`config.mk`:
```
export PLATFORM = sky130hd
export DESIGN_NAME = spk_pwm_out
export DESIGN_NICKNAME = d
export VERILOG_FILES = /design/src/rtl/spk_pwm_pkg.sv /design/src/rtl/spk_period_ctr.sv /design/src/rtl/spk_sample_hold.sv /design/src/rtl/spk_duty_cmp.sv /design/src/rtl/spk_pwm_out.sv
export SDC_FILE = /design/constraint.sdc
export NUM_CORES = 1
export LEC_CHECK = 0
export ABC_AREA = 1
export BUFFER_PORTS_ARGS = -buffer_cell sky130_fd_sc_hd__buf_2
export CAP_MARGIN = 0
export CORE_UTILIZATION = 30
export DETAILED_ROUTE_END_ITERATION = 10
export SYNTH_ARGS = -nofsm -noshare
export SYNTH_HDL_FRONTEND = slang
export SYNTH_SLANG_ARGS = --single-unit
```
`constraint.sdc`:
```
create_clock -name clk -period 1.23 [get_ports clk]
set_input_delay 0.0615 -clock clk [delete_from_list [all_inputs] [get_ports clk]]
set_output_delay 0.0615 -clock clk [all_outputs]
set_load 0.01 [all_outputs]
```
`src/rtl/spk_pwm_pkg.sv`:
```
package spk_pwm_pkg;
    // Width of the audio code and of the period counter
    localparam int unsigned SPK_W = 8;

    // Controller states, evaluated at the load point only
    typedef enum logic [0:0] {
        ST_MUTED   = 1'b0,
        ST_PLAYING = 1'b1
    } spk_state_e;
endpackage

```
`src/rtl/spk_period_ctr.sv`:
```
module spk_period_ctr #(
    parameter int unsigned W = spk_pwm_pkg::SPK_W
) (
    input  logic         clk,
    input  logic         rst_n,
    output logic [W-1:0] cnt,
    output logic         rate_tick,
    output logic         fetch_req
);
    localparam logic [W-1:0] TOP = '1;

    logic [W-1:0] cnt_q;
    logic         wrap_q;

    always_ff @(posedge clk or negedge rst_n) begin
        if (!rst_n) begin
            cnt_q  <= '0;
            wrap_q <= 1'b0;
        end else begin
            cnt_q  <= cnt_q + 1'b1;
            wrap_q <= (cnt_q == TOP);
        end
    end

    assign cnt       = cnt_q;
    assign rate_tick = cnt_q[W-1];
    assign fetch_req = wrap_q;


    req_at_zero_chk: assert property (@(posedge clk) disable iff (!rst_n)
        fetch_req |-> (cnt_q == '0));


    req_single_chk: assert property (@(posedge clk) disable iff (!rst_n)
        fetch_req |=> !fetch_req);


    tick_low_at_start_chk: assert property (@(posedge clk) disable iff (!rst_n)
        (cnt_q == '0) |-> !rate_tick);
endmodule

```
`src/rtl/spk_sample_hold.sv`:
```
module spk_sample_hold
    import spk_pwm_pkg::*;
#(
    parameter int unsigned W = SPK_W
) (
    input  logic         clk,
    input  logic         rst_n,
    input  logic [W-1:0] cnt,
    input  logic [W-1:0] smp_in,
    input  logic         play_en,
    output logic [W-1:0] held
);
    spk_state_e   state_q;
    spk_state_e   state_d;
    logic         load_pt;
    logic [W-1:0] held_q;

    assign load_pt = (cnt == '0);

    // State register: updated on the falling edge at the load point
    always_ff @(negedge clk or negedge rst_n) begin
        if (!rst_n) state_q <= ST_MUTED;
        else        state_q <= state_d;
    end

    // Transitions WAKE and MUTE
    always_comb begin
        state_d = state_q;
        if (load_pt) begin
            unique case (state_q)
                ST_MUTED:   if (play_en)  state_d = ST_PLAYING; // WAKE
                ST_PLAYING: if (!play_en) state_d = ST_MUTED;   // MUTE
                default:    state_d = ST_MUTED;
            endcase
        end
    end

    // Output process: the held code follows the next state
    always_ff @(negedge clk or negedge rst_n) begin
        if (!rst_n) begin
            held_q <= '0;
        end else if (load_pt) begin
            unique case (state_d)
                ST_PLAYING: held_q <= smp_in;
                ST_MUTED:   held_q <= '0;
                default:    held_q <= '0;
            endcase
        end
    end

    assign held = held_q;


    held_stable_chk: assert property (@(negedge clk) disable iff (!rst_n)
        (cnt != '0) |=> $stable(held_q));


    muted_zero_chk: assert property (@(posedge clk) disable iff (!rst_n)
        (state_q == ST_MUTED) |-> (held_q == '0));
endmodule

```
`src/rtl/spk_duty_cmp.sv`:
```
module spk_duty_cmp #(
    parameter int unsigned W = spk_pwm_pkg::SPK_W
) (
    input  logic         clk,
    input  logic         rst_n,
    input  logic [W-1:0] cnt,
    input  logic [W-1:0] held,
    output logic         pwm_p,
    output logic         pwm_n
);
    always_comb begin
        pwm_p = (cnt < held);
        pwm_n = ~pwm_p;
    end


    last_count_low_chk: assert property (@(posedge clk) disable iff (!rst_n)
        (cnt == '1) |-> !pwm_p);
endmodule

```
`src/rtl/spk_pwm_out.sv`:
```
module spk_pwm_out
    import spk_pwm_pkg::*;
#(
    parameter int unsigned W = SPK_W
) (
    input  logic         clk,
    input  logic         rst_n,
    input  logic [W-1:0] smp_in,
    input  logic         play_en,
    output logic         pwm_p,
    output logic         pwm_n,
    output logic         rate_tick,
    output logic         fetch_req
);
    logic [W-1:0] cnt;
    logic [W-1:0] held;

    spk_period_ctr #(.W(W)) u_ctr (
        .clk       (clk),
        .rst_n     (rst_n),
        .cnt       (cnt),
        .rate_tick (rate_tick),
        .fetch_req (fetch_req)
    );

    spk_sample_hold #(.W(W)) u_hold (
        .clk     (clk),
        .rst_n   (rst_n),
        .cnt     (cnt),
        .smp_in  (smp_in),
        .play_en (play_en),
        .held    (held)
    );

    spk_duty_cmp #(.W(W)) u_cmp (
        .clk   (clk),
        .rst_n (rst_n),
        .cnt   (cnt),
        .held  (held),
        .pwm_p (pwm_p),
        .pwm_n (pwm_n)
    );


    bridge_pair_chk: assert property (@(posedge clk) disable iff (!rst_n)
        pwm_n == !pwm_p);
endmodule

```
# ---- Yosys cells after proc, flatten, opt, wreduce, memory -nomap -nowiden
# Index checks and enable logic that the tools add are counted.
dict set report word_totals {
  inputBits 11
  wordCells 13
  ff_bits 18
  output_inout_bits 4
}
dict set report classes {
  addsub 1
  n_mux 3
  bitwise_logic 2
  reduce_logical 1
  order_cmp 1
  eq_ne 1
}
# op count
set op_table {}
lappend op_table {{8-bit one-hot mux with 2 select lines} 1}
lappend op_table {{8-bit by 1-bit adder with 8-bit output, second input constant} 1}
lappend op_table {{8-bit equality test, second input constant} 1}
lappend op_table {{8-bit zero test} 1}
lappend op_table {{8-bit < comparator} 1}
lappend op_table {{1-bit 2-to-1 mux} 2}
lappend op_table {{1-bit inverter} 2}

# ---- Longest topological paths before layout
dict set report depth {
  depth_word 4
  mapped_depth 8
  depth_no_buf 8
}

# ---- By module
# Synthesis repeated with hierarchy kept, for this count alone.
dict set report hier_totals {
  hier_cells 114
  area_unflattened_um2 968.4
}
# mod seq_area_each_um2 area_per_inst_um2 cells_each instances
set modules_own_cells {}
lappend modules_own_cells {spk_period_ctr 225.2 382.9 40 1}
lappend modules_own_cells {spk_sample_hold 200.2 382.9 40 1}
lappend modules_own_cells {spk_duty_cmp 0.0 202.7 34 1}

==> impl_metrics.csv <==
group,metric,value,unit
run_status,status,"finished with violations",
run_status,violations,"DRC, setup timing",
layout,nFillCells,280,
detailed_routing,drt_iter0_markers,11,
grt,gr-usage-met2,25.42,%
logic_synthesis,syn_nets,124,
hold_path,hp-class,"input pin to async pin",
worst_setup_path,worstSetupPathType,"flip-flop to output port",
worst_setup_path,crit_path_start_kind,"flip-flop",
worst_setup_path,critPathMaxFanout,2,
detailed_routing,ant_nets,0,
layout,drive_above_1_share,54.93,%
die,die_w,57.48,um
grt,use_met3,2.268,%
die,rows,19,
die,die_h,57.48,um
power_and_ir_drop,ir_worst_vdd,0.4001,mV
timing,relSlewSlack,85.76,%
timing,maxSlewViolCount,0,
worst_setup_path,end_kind,"output port",
worst_setup_path,worst_ep_arrival_time,2140,ps
clocking,numCtsBuffers,3,
layout,antenna_cells,0,
die,core_area,2829,sq um
layout,finalNonFillerCells,173,
timing,finalHoldViolCount,0,
clocking,htree_levels,1,
detailed_routing,drt-pass1-iter-count,6,
die,pin_count,15,
placed_design,place_congestion,0.7322,
layout,multi_input_area,573.1,sq um
layout,layout_commonest_cell,"buf_4",
detailed_routing,num_vias,786,
logic_synthesis,syn_avg_cell_area,8.879,sq um
grt,grt_first_pass_wirelength,3546,um
clocking,clk_path_buf_depth,2,
layout,final_cell_mix,"buf_4 (18), nand2_1 (17), buf_2 (13)",
grt,grt_use_met1,16.52,%
job,cap_violations,0,
clocking,cts_tree,"built",
die,dieArea,3304,sq um
clocking,cts.sinks,17,
worst_setup_path,worstPathRequired,1170,ps
clocking,clk_pin_slew_worst_paths,100,ps
timing,worst_slew_pin_slew,213.6,ps
detailed_routing,via_per_inst,4.543,
power_and_ir_drop,p_leak,0.6979,nW
timing,setup_violations,10,
layout,nNetsFinal,163,
grt,grt_max_degree,10,
grt,busiest_layer,"met2",
grt,grt_remaining_overflow,0,
power_and_ir_drop,p_per_area,726.3,nW/um^2
placed_design,hpwl,1532,um
timing,finClkSkew,2.104,ps
detailed_routing,routed_wl,1956,um
grt,first_global_vias,854,
logic_synthesis,ys_ff_latch,17,
timing,setup_ws,-969.3,ps
detailed_routing,post-route-drc-count,1,
placed_design,io_buffers,14,
logic_synthesis,syn_area,923.4,sq um
logic_synthesis,netlist-cell-type-count,18,
timing,worst_hold_slack,391.9,ps
logic_synthesis,netlist_instances,104,
logic_synthesis,yosysWarnings,0,
grt,grt_antenna_before_repair,0,
logic_synthesis,seq_area_frac_synth,46.07,%
grt,grt_usage,14.46,%
layout,area_growth,50.41,%
timing,rsz0062_at_grt,"true",
layout,layout.area.seq,425.4,sq um
clocking,clock_latency,290,ps
power_and_ir_drop,finalPower,1.009,mW
die,start_util,32.64,%
placed_design,dp.cells,165,
detailed_routing,wl_per_cell,11.31,um
clocking,root_buffer,"clkbuf_4",
==> routing by layer <==
layer	share of wire, %	up-vias
met2	51	14
met4	3.0	0
li1	-	398
met5	0	-
met1	43	369
met3	3.0	5
==> Yosys cell counts (all sizes together) <==
| cell type | n | area [sq um] |
|---|---|---|
| nand2 | 30 | 115.1 |
| inv | 18 | 70.07 |
| nand3 | 10 | 50.05 |
| dfrtp | 9 | 225.2 |
| ha | 9 | 112.6 |
| dfrtn | 8 | 200.2 |
| xor2 | 6 | 52.55 |
| nor2 | 5 | 37.54 |
| a21oi | 4 | 20.02 |
| nor3 | 2 | 10.01 |
| clkbuf | 1 | 3.750 |
| nand4 | 1 | 21.27 |
| o21ai | 1 | 5.000 |
==> area by class of cell <==
| type | count | share of cell area, % |
|---|---|---|
| clock buffer | 4 | 1.892 |
| inverter | 18 | 5.225 |
| multi-input combinational | 68 | 41.26 |
| sequential | 17 | 30.63 |
| tap | 31 | 2.793 |
| timing repair buffer | 35 | 18.20 |
==> through the flow <==
stage	TNS, ps	setup slack [ps]	instance area (sq um)	util, %
6_report	-5994	-969.3	1389	49.09
5_1_grt	-7023	-1047	1389	49.09
4_1_cts	-6029	-955.7	1353	47.81
3_5_place_dp	-5150	-663.8	1234	43.61
3_3_place_gp	-5033	-658.8	1234	43.61
2_1_floorplan	-4997	-524.4	988.4	-
==> path summary, 6_finish.rpt <==
path	start	endpoint	slack [ps]	depth (start not counted)
max	u_hold.held[1]$_DFFE_NN0P_	pwm_p	-970	8
min	rst_n	u_ctr.cnt[3]$_DFF_PN0_	390	3
max reg2reg	u_ctr.cnt[0]$_DFF_PN0_	u_hold.held[6]$_DFFE_NN0P_	-530	7
min reg2reg	u_hold.held[2]$_DFFE_NN0P_	u_hold.held[2]$_DFFE_NN0P_	430	2
max in group asynchronous	rst_n	u_hold.held[4]$_DFFE_NN0P_	370	2
min in group clk	u_hold.held[2]$_DFFE_NN0P_	u_hold.held[2]$_DFFE_NN0P_	430	2
==> where the power goes <==
part / total, mW / switching [mW] / internal (mW)
registers: 0.583 / 0.00886 / 0.574
clock network: 0.301 / 0.175 / 0.126
logic: 0.124 / 0.0642 / 0.0600
==> worst max-delay path, cell delays in order (launching register included) <==
cell and delay (ps):
dfrtn_1 430, inv_1 60, ha_1 260, nand2_1 60, nand2_1 50, nand2_1 60
nand2_2 70, a21oi_2 110, buf_2 130
==> cell families after synthesis <==
group | count (synthesis) | synth area share (%)
adders and majority gates | 9 | 12.20
AOI/OAI and AO/OA | 5 | 2.710
xor gates and xnor gates | 6 | 5.691
and+or+nand+nor | 48 | 25.34
buffers and inverters | 19 | 7.994
DFF | 17 | 46.07
==> flip-flops by register name (all words and copies together) (netlist names) <==
| signal | flops |
|---|---|
| u_hold.held | 8 |
| u_ctr.cnt | 8 |
| u_ctr.fetch_req | 1 |
==> repair_timing <==
action	CTS	global route
setup buffers	3	0
endpoints found under the hold margin	9	0
hold buffers	1	0
pin swaps	10	8
setup endpoints to repair	11	12
gates resized for setup	14	11
No activity file was read; power rests on OpenSTA's default activity.
